`src/rtl/oecfg_pkg.sv`:
```
package oecfg_pkg;
  typedef enum logic [1:0] {
    PH_SHIFT = 2'd0,
    PH_WAIT  = 2'd1,
    PH_LOCK  = 2'd2
  } phase_e;
endpackage

```
`src/rtl/oecfg_rst_sync.sv`:
```
module oecfg_rst_sync (
  input  logic clk,
  input  logic rst_n,
  output logic rst_s_n
);
  logic [1:0] sync_q;

  always_ff @(posedge clk or negedge rst_n) begin
    if (!rst_n) sync_q <= 2'b00;
    else        sync_q <= {sync_q[0], 1'b1};
  end

  assign rst_s_n = sync_q[1];
endmodule

```
`src/rtl/oecfg_seq.sv`:
```
module oecfg_seq #(
  parameter int unsigned WORD_W = 11,
  parameter int unsigned CNT_W  = 4
) (
  input  logic                clk,
  input  logic                rst_n,
  input  logic                mode,
  output logic                clr,
  output logic                shift_en,
  output logic                commit_en,
  output oecfg_pkg::phase_e   phase,
  output logic [CNT_W-1:0]    cnt
);
  import oecfg_pkg::*;

  localparam logic [CNT_W-1:0] LAST = CNT_W'(WORD_W - 1);

  phase_e           phase_q, phase_d;
  logic [CNT_W-1:0] cnt_q, cnt_d;

  always_comb begin
    phase_d   = phase_q;
    cnt_d     = cnt_q;
    shift_en  = 1'b0;
    commit_en = 1'b0;
    clr       = 1'b0;
    if (!mode) begin
      clr     = 1'b1;
      phase_d = PH_SHIFT;
      cnt_d   = '0;
    end else begin
      case (phase_q)
        PH_SHIFT: begin
          shift_en = 1'b1;
          cnt_d    = cnt_q + 1'b1;
          if (cnt_q == LAST) phase_d = PH_WAIT;
        end
        PH_WAIT: begin
          commit_en = 1'b1;
          phase_d   = PH_LOCK;
        end
        PH_LOCK: phase_d = PH_LOCK;
        default: phase_d = PH_SHIFT;
      endcase
    end
  end

  always_ff @(posedge clk or negedge rst_n) begin
    if (!rst_n) begin
      phase_q <= PH_SHIFT;
      cnt_q   <= '0;
    end else begin
      phase_q <= phase_d;
      cnt_q   <= cnt_d;
    end
  end

  assign phase = phase_q;
  assign cnt   = cnt_q;
endmodule

```
`src/rtl/oecfg_regs.sv`:
```
module oecfg_regs #(
  parameter int unsigned WORD_W = 11
) (
  input  logic              clk,
  input  logic              rst_n,
  input  logic              clr,
  input  logic              shift_en,
  input  logic              commit_en,
  input  logic              din,
  output logic [WORD_W-1:0] shreg,
  output logic [WORD_W-1:0] ctrl
);
  logic [WORD_W-1:0] sh_q, sh_d;
  logic [WORD_W-1:0] ctl_q, ctl_d;

  always_comb begin
    sh_d  = sh_q;
    ctl_d = ctl_q;
    if (clr) begin
      sh_d  = '0;
      ctl_d = '0;
    end else begin
      if (shift_en)  sh_d  = {sh_q[WORD_W-2:0], din};
      if (commit_en) ctl_d = sh_q;
    end
  end

  always_ff @(posedge clk or negedge rst_n) begin
    if (!rst_n) begin
      sh_q  <= '0;
      ctl_q <= '0;
    end else begin
      sh_q  <= sh_d;
      ctl_q <= ctl_d;
    end
  end

  assign shreg = sh_q;
  assign ctrl  = ctl_q;
endmodule

```
`src/rtl/oecfg_bank.sv`:
```
module oecfg_bank #(
  parameter int unsigned LANES = 5
) (
  input  logic [LANES-1:0] en,
  input  logic             src_p,
  input  logic             src_n,
  output logic [LANES-1:0] q_p,
  output logic [LANES-1:0] q_n
);
  for (genvar i = 0; i < LANES; i++) begin : g_lane
    assign q_p[i] = en[i] & src_p;
    assign q_n[i] = ~en[i] | src_n;
  end
endmodule

```
`src/rtl/outen_ser_ctrl.sv`:
```
module outen_ser_ctrl #(
  parameter int unsigned LANES = 5
) (
  input  logic             cfg_clk,
  input  logic             rst_n,
  input  logic             mode_prog,
  input  logic             ser_din,
  input  logic             clk_a_p,
  input  logic             clk_a_n,
  input  logic             clk_b_p,
  input  logic             clk_b_n,
  output logic [LANES-1:0] qa_p,
  output logic [LANES-1:0] qa_n,
  output logic [LANES-1:0] qb_p,
  output logic [LANES-1:0] qb_n
);
  localparam int unsigned WORD_W = 2 * LANES + 1;
  localparam int unsigned CNT_W  = $clog2(WORD_W + 1);
  localparam int unsigned A_LO   = 1;
  localparam int unsigned B_LO   = LANES + 1;

  logic              rst_s_n;
  logic              clr, shift_en, commit_en;
  oecfg_pkg::phase_e phase;
  logic [CNT_W-1:0]  cnt;
  logic [WORD_W-1:0] shreg, ctrl;
  logic [LANES-1:0]  en_a, en_b;
  logic              sel_a;
  logic              src_b_p, src_b_n;

  oecfg_rst_sync u_rst (
    .clk     (cfg_clk),
    .rst_n   (rst_n),
    .rst_s_n (rst_s_n)
  );

  oecfg_seq #(.WORD_W(WORD_W), .CNT_W(CNT_W)) u_seq (
    .clk       (cfg_clk),
    .rst_n     (rst_s_n),
    .mode      (mode_prog),
    .clr       (clr),
    .shift_en  (shift_en),
    .commit_en (commit_en),
    .phase     (phase),
    .cnt       (cnt)
  );

  oecfg_regs #(.WORD_W(WORD_W)) u_regs (
    .clk       (cfg_clk),
    .rst_n     (rst_s_n),
    .clr       (clr),
    .shift_en  (shift_en),
    .commit_en (commit_en),
    .din       (ser_din),
    .shreg     (shreg),
    .ctrl      (ctrl)
  );

  assign en_a    = {LANES{~mode_prog}} | ctrl[A_LO +: LANES];
  assign en_b    = {LANES{~mode_prog}} | ctrl[B_LO +: LANES];
  assign sel_a   = mode_prog & ctrl[0];
  assign src_b_p = sel_a ? clk_a_p : clk_b_p;
  assign src_b_n = sel_a ? clk_a_n : clk_b_n;

  oecfg_bank #(.LANES(LANES)) u_bank_a (
    .en    (en_a),
    .src_p (clk_a_p),
    .src_n (clk_a_n),
    .q_p   (qa_p),
    .q_n   (qa_n)
  );

  oecfg_bank #(.LANES(LANES)) u_bank_b (
    .en    (en_b),
    .src_p (src_b_p),
    .src_n (src_b_n),
    .q_p   (qb_p),
    .q_n   (qb_n)
  );
endmodule

```
`config.mk`:
```
export PLATFORM = sky130hd
export DESIGN_NAME = outen_ser_ctrl
export DESIGN_NICKNAME = d
export VERILOG_FILES = /design/src/rtl/oecfg_pkg.sv /design/src/rtl/oecfg_rst_sync.sv /design/src/rtl/oecfg_seq.sv /design/src/rtl/oecfg_regs.sv /design/src/rtl/oecfg_bank.sv /design/src/rtl/outen_ser_ctrl.sv
export SDC_FILE = /design/constraint.sdc
export NUM_CORES = 1
export LEC_CHECK = 0
export ABC_AREA = 0
export ABC_CLOCK_PERIOD_IN_PS = 1500
export BUFFER_PORTS_ARGS = -buffer_cell sky130_fd_sc_hd__buf_2
export CORE_ASPECT_RATIO = 0.8
export CORE_MARGIN = 4
export CORE_UTILIZATION = 54
export DETAILED_ROUTE_END_ITERATION = 12
export PLACE_DENSITY_LB_ADDON = 0.12
export SETUP_SLACK_MARGIN = 0.1
export SYNTH_ARGS = -nofsm -noshare
export SYNTH_HDL_FRONTEND = slang
export SYNTH_HIERARCHICAL = 1
export SYNTH_SLANG_ARGS = --single-unit
```
`constraint.sdc`:
```
create_clock -name cfg_clk -period 1.5 [get_ports cfg_clk]
set_clock_uncertainty 0.1 [all_clocks]
set_input_delay 0.225 -clock cfg_clk [delete_from_list [all_inputs] [get_ports cfg_clk]]
set_output_delay 0.225 -clock cfg_clk [all_outputs]
set_load 0.02 [all_outputs]
```
==> results of run 1 <==
==> cell type report <==
type	count	area, sq um	share of cell area, %
clock inverters	1	5.00	0.236
flip-flops and latches	30	751	35.4
repair buffers	40	385	18.2
well taps	36	45.0	2.12
multi-input cells	99	862	40.6
inverters	5	18.8	0.884
clock buffers	7	55.1	2.59
==> flip-flops by register name, summed over array words and instances (netlist names) <==
| signal | count |
|---|---|
| u_regs/ctrl | 11 |
| u_regs/shreg | 11 |
| u_rst/sync_q | 2 |
| u_seq/cnt | 4 |
| u_seq/phase | 2 |
==> power groups by stage <==
stage,clock [uW],sequential [uW],combinational [uW]
after floorplan,0,856,126
after global placement,0,848,192
after detailed placement,0,849,197
after CTS,509,833,266
after global routing,554,835,311
final,503,833,292
==> cell families (layout without fill, tap and decap cells) <==
kind of cell / after synthesis / after routing / share of synthesized area [%]
AND/OR/NAND/NOR: 63 / 63 / 22.3
flip-flops: 30 / 30 / 49.4
multiplexers: 25 / 25 / 17.1
buffers and inverters: 11 / 53 / 4.44
adder cells (fa/ha/maj): 4 / 4 / 3.29
AO/OA/AOI/OAI: 3 / 3 / 1.48
XOR/XNOR: 3 / 3 / 1.73
other: 1 / 1 / 0.247
==> stage by stage <==
stage | setup slack (ps) | area (sq um) | utilization, %
2_1_floorplan | 79.5 | 1530 | -
3_3_place_gp | 111 | 1720 | 66.9
3_5_place_dp | 52.8 | 1720 | 66.9
4_1_cts | -252 | 2040 | 79.5
5_1_grt | -330 | 2120 | 82.8
6_report | -280 | 2120 | 82.8
==> metal layers <==
layer / vias to the layer above / wire length (um) / global-route usage (%)
li1: 532 / - / -
met5: - / 0 / 0
met2: 49 / 1910 / 30.8
met3: 8 / 298 / 6.29
met1: 563 / 1630 / 24.3
met4: 0 / 77 / 6.07
==> placed cells by master (no fill, tap or decap) <==
master / instances
clkinv_2: 1
conb_1: 1
nand2_2: 1
a21oi_1: 1
dfrtp_1: 30
mux2i_1: 21
mux2_4: 2
nand2_1: 2
clkbuf_1: 1
inv_2: 2
nand3b_4: 1
buf_12: 2
buf_4: 10
xnor2_1: 1
mux2i_2: 2
a41o_1: 1
inv_1: 3
buf_2: 7
ha_4: 1
and2_2: 1
clkbuf_4: 5
clkbuf_8: 1
dlygate4sd3_1: 1
buf_6: 20
nand2b_4: 15
and2_4: 11
nand4_1: 1
nor2_1: 26
ha_1: 3
xor2_1: 2
nand2b_1: 5
a21boi_1: 1
==> worst register-to-register path, cell delays in order (launching register included) <==
cell and delay [ps]:
dfrtp_1 410, inv_2 90, ha_1 150, and2_2 190, buf_12 150, mux2i_1 270, nor2_1 90
==> worst max path at each step <==
stage	slack, ps	endpoint	startpoint	cells past startpoint
finish	-280	qb_n[0]	u_regs/ctrl[0]	4
global route	-330	qb_n[1]	u_regs/ctrl[0]	4
CTS	-250	qb_n[1]	u_regs/ctrl[0]	4
detailed placement	50	u_regs/ctrl[6]	u_seq/phase[1]	6
global placement	110	u_regs/ctrl[10]	u_seq/phase[1]	6
floorplan	80	u_regs/shreg[7]	u_seq/phase[0]	7
==> timing repair <==
| item | in CTS | in global routing |
|---|---|---|
| resized for setup | 60 | 12 |
| setup endpoints to repair | 33 | 39 |
| gates cloned | 0 | 0 |
| setup buffers | 4 | 3 |
| hold buffers | 1 | 0 |
| pin swaps | 6 | 7 |
| hold endpoints to repair | 2 | 0 |
==> results_dict.tcl, run 1 <==
set metrics [dict create \
    status "complete, but fails checks" \
    violations "setup timing" \
    setup_viol 14 \
    switching_share_pct 26.9 \
    drc_errors 0 \
    netSwitchingPower_uw 438 \
    power.internal_uw 1190 \
    antenna_left 0 \
    cp.required_ps 1170 \
    reg2reg_depth 6 \
    rsz0062_at_grt "true" \
    endpoint_kind "primary output" \
    firstDrtPassIters 4 \
    ios 28 \
    fin_ws_ps -280 \
    rr_endpoint "u_regs/ctrl[6]" \
    path_buf_inv 1 \
    syn_inst 140 \
    critPathLaunchType "register" \
    dr.first_iter.drc_count 28 \
    tritoncts "yes" \
    synthDominantCellAreaShare_pct 49.4 \
    hold_violations 0 \
    total_power_uw 1630 \
    maxSlewViolCount 0 \
    max_freq_ghz 0.562 \
    grt_usage_pct 19.2 \
    initial_core_util_pct 59.3 \
    slowest_stage "dfrtp_1" \
    drive_gt1_share_pct 45.1 \
    hold_path_startpoint "ser_din" \
    peakVddDrop_mv 0.637 \
    synth_common_cells "30 x dfrtp_1, 26 x nor2_1, 23 x mux2i_1" \
    clk_pin_slew_ps 90 \
    io_buffers 27 \
    fillers 132 \
    timing.hold.ws_ps 58.0 \
    hold_end "u_regs/shreg[0]" \
    yosysWarnings 6 \
    path_cells "nand2_2 > mux2_4 > nand2b_4 > buf_6" \
    synth_top_cell_by_area "dfrtp_1" \
    final_cells 218 \
    vias_per_cell 5.28 \
    synth_area_per_cell_sq_um 10.9 \
    pwr-share-comb_pct 17.9 \
    grt_pass1_vias 1073 \
    async_reset_ff_share_pct 100 \
    antenna_found_initial 0 \
    die_area_sq_um 3730 \
    period_share_pct 119 \
    synth_nets 152 \
    seqPwrFrac_pct 51.2 \
    synth_area_leaders "dfrtp_1 49%, mux2i_1 15%, nand2b_1 8.2%" \
    rrSetupSlack_ps -70 \
    critPathTopFamily "flip-flops" \
    layout.nets 193 \
    setup_tns_ps -2840 \
    cts_max_path_buffers 2 \
    syn_to_final_growth_pct 39.6 \
    hold_path_class "in2reg" \
    dp_cells 202 \
    die_h_um 55.5 \
    power.share.clock_pct 30.9 \
    place_congestion 0.681 \
    coreArea_sq_um 2560 \
    yosysMostFrequentCell "dfrtp_1" \
    synth_edf_count 0 \
    rows 16 \
    grt_pass1_wl_um 5280 \
    dieWidth_um 67.3 \
    numCtsBuffers 5 \
    path_class "reg2out" \
    r2r_start "u_seq/phase[1]" \
    min_period_ps 1780 \
    syn_area_sq_um 1520 \
    critPathMaxStageDelay_ps 410 \
    clk_latency_ps 330 \
    power.density_nw_per_um2 767 \
    min_path_cells 3 \
    routed_wl_um 3910 \
    synth_cell_types 21 \
    clock_sinks 30 \
    grt_overflow 0 \
    dp_hpwl_um 2100 \
    p_leak_uw 0.00110 \
    diodes 0 \
    wl_per_cell_um 17.9 \
    htreeDepth 2 \
    vias 1152 \
    synth_flop_cell "dfrtp_1" \
    synth-seq-cells 30 \
    maxCapViolations 0 \
    critPathMaxFanout 5 \
    cp_data_arrival_time_ps 1450 \
    root_buffer "clkbuf_4" \
    ys_seq_area_share_pct 49.4 \
    grt_max_degree 29 \
]
(Power assumes the default switching activity.)
==> run 2, diff against run 1 <==
--- a/config.mk
+++ b/config.mk
@@ -5,7 +5,7 @@
 export SDC_FILE = /design/constraint.sdc
 export NUM_CORES = 1
 export LEC_CHECK = 0
-export ABC_AREA = 0
+export ABC_AREA = 1
 export ABC_CLOCK_PERIOD_IN_PS = 1500
 export BUFFER_PORTS_ARGS = -buffer_cell sky130_fd_sc_hd__buf_2
 export CORE_ASPECT_RATIO = 0.8
==> run 2 against run 1 <==
Against the previous run: the run still ends with setup timing left; core utilization is 8.5 points lower; design area fell by 4.0%; synthesized cell count is 44% higher; largest power group unchanged; highest routed layer unchanged.
==> results_dict.tcl, run 2 <==
set metrics [dict create \
    power.internal_uw 1100 \
    critPathLaunchType "register" \
    dp_cells 265 \
    dr_wl_met2_um 1770 \
    grt_pass1_wl_um 5370 \
    seqPwrFrac_pct 54.9 \
    total_power_uw 1510 \
    power.density_nw_per_um2 742 \
    synthDominantCellAreaShare_pct 48.5 \
    maxCapViolations 0 \
    antenna_left 0 \
    layout_commonest_cell "nand2_1" \
    cp.required_ps 1170 \
    multi_input_area_sq_um 713 \
    clk_latency_ps 320 \
    htreeDepth 2 \
    diodes 0 \
    grt_overflow 0 \
    drive_gt1_share_pct 36.1 \
    synth_area_per_cell_sq_um 7.67 \
    tritoncts "yes" \
    wl_met1_um 1640 \
    layout.nets 256 \
    power.share.clock_pct 27.4 \
    drc_errors 0 \
    path_cells "nand2_2 > nand2_1 > nand2_1 > inv_2 > nand2_2 > buf_6" \
    firstDrtPassIters 4 \
    slowest_stage "dfrtp_1" \
    layout_common_cells "71 x nand2_1, 30 x dfrtp_1, 24 x nand3_1" \
    clock_sinks 30 \
    initial_core_util_pct 56.5 \
    io_buffers 27 \
    place_congestion 0.738 \
    cp_data_arrival_time_ps 1280 \
    pwr-share-comb_pct 17.7 \
    numCtsBuffers 5 \
    antenna_found_initial 0 \
    dp_hpwl_um 2230 \
    coreArea_sq_um 2740 \
    wl_per_cell_um 13.1 \
    final_core_util_pct 74.3 \
    routed_wl_um 3680 \
    final_cells 282 \
    ys_seq_area_share_pct 48.5 \
    period_share_pct 107 \
    hold_path_class "in2reg" \
    violations "setup timing" \
    ios 28 \
    maxSlewViolCount 0 \
    p_leak_uw 0.00115 \
    async_reset_ff_share_pct 100 \
    die_area_sq_um 3790 \
    dr.first_iter.drc_count 47 \
    vias_per_cell 4.99 \
    register_area_sq_um 751 \
    syn_inst 202 \
    min_period_ps 1600 \
    switching_share_pct 27.3 \
    status "complete, but fails checks" \
    yosysMostFrequentCell "nand2_1" \
    hold_violations 0 \
    root_buffer "clkbuf_4" \
    die_h_um 55.9 \
    met3_length_um 223 \
    netSwitchingPower_uw 412 \
    critPathMaxStageDelay_ps 400 \
    synth-seq-cells 30 \
    highest_layer "met4" \
    synth_flop_cell "dfrtp_1" \
    grt_usage_pct 18.6 \
    max_freq_ghz 0.625 \
    clk_pin_slew_ps 80 \
    rsz0062_at_grt "true" \
    dieWidth_um 67.9 \
    path_buf_inv 2 \
    synth_edf_count 0 \
    yosysWarnings 6 \
    critPathMaxFanout 5 \
    grt_pass1_vias 1312 \
    synth_common_cells "91 x nand2_1, 30 x dfrtp_1, 28 x inv_1" \
    syn_to_final_growth_pct 31.6 \
    synth_top_cell_by_area "dfrtp_1" \
    vias 1407 \
    synth_area_leaders "dfrtp_1 48%, nand2_1 22%, nand3_1 7.8%" \
    endpoint_kind "primary output" \
    grt_max_degree 29 \
    rows 17 \
    path_class "reg2out" \
    critPathTopFamily "flip-flops" \
    cts_max_path_buffers 2 \
    setup_viol 10 \
    synth_cell_types 17 \
    fin_ws_ps -100 \
    fillers 207 \
    syn_area_sq_um 1550 \
    peakVddDrop_mv 0.544 \
    synth_nets 214 \
]
run 2: changes by cell type in the layout (fill, tap and decap cells not counted), moves of 4 or more:
cell	delta
nand2_2	+18
nand2_1	+69
inv_1	+15
nand2b_1	-5
mux2i_1	-21
and2_4	-11
nand2b_4	-15
nor2_4	+4
inv_2	+9
nor2_1	-23
nand3_1	+24
run 2: per-stage QoR:
| stage | instance area [sq um] | hold WS, ps | setup slack, ps | setup TNS, ps |
|---|---|---|---|---|
| 2_1_floorplan | 1550 | -171 | 186 | 0 |
| 3_3_place_gp | 1700 | -90.4 | 102 | 0 |
| 3_5_place_dp | 1700 | -86.2 | -28.3 | -50.1 |
| 4_1_cts | 1850 | 35.2 | -54.3 | -452 |
| 5_1_grt | 2040 | 58.9 | -160 | -1350 |
| 6_report | 2040 | 40.2 | -100 | -636 |
run 2: what timing repair did:
action	CTS	global route
resized for setup	26	55
cloned	0	3
hold buffers	1	0
pin swaps	1	8
setup endpoints to repair	21	44
setup buffers	2	4
hold endpoints to repair	2	0
run 2: final timing paths:
check | depth (start not counted) | slack, ps | start | end
worst max-delay path | 6 | -100 | u_regs/ctrl[0] | qb_n[2]
worst min-delay path | 3 | 40 | ser_din | u_regs/shreg[0]
worst max register to register | 7 | 90 | u_seq/phase[0] | u_regs/ctrl[5]
worst min register to register | 1 | 140 | u_rst/sync_q[1] | u_regs/shreg[8]
max in group asynchronous | 1 | 900 | u_rst/sync_q[1] | u_regs/ctrl[2]
min in group asynchronous | 2 | 110 | rst_n | u_rst/sync_q[0]
run 2: worst reg2reg max path: stages, from the launching register on:
cell and delay [ps]:
dfrtp_1 390, buf_4 140, ha_1 190, nand2_1 110
inv_4 70, nor2_4 190, nand2_1 100, nand2_1 60
run 2: kinds of logic (layout without fill, tap and decap cells):
kind of cell	Yosys count	after routing	share of synthesized area (%)
AND/OR/NAND/NOR	125	127	33.9
buffers and inverters	38	78	12.1
flip-flops	30	30	48.5
adder cells (fa/ha/maj)	4	4	3.23
AO/OA/AOI/OAI	4	4	2.02
other	1	1	0.242
run 2: layout make-up:
type	count	share of cell area [%]
Sequential cell	30	36.8
Multi-Input combinational cell	136	35.0
Timing Repair Buffer	40	17.7
Inverter	31	5.95
Tap cell	38	2.33
Clock buffer	7	2.21
run 2: metal layers:
metal,track usage [%],vias to the layer above
met5,0,-
li1,-,693
met3,4.65,8
met2,30.4,41
met1,23.2,665
met4,7.37,0
run 2: power groups by stage:
stage | logic [uW] | registers [uW] | clock network, uW
3_3_place_gp | 189 | 845 | 0
2_1_floorplan | 134 | 854 | 0
6_report | 268 | 830 | 414
3_5_place_dp | 193 | 846 | 0
5_1_grt | 291 | 832 | 472
4_1_cts | 224 | 830 | 428
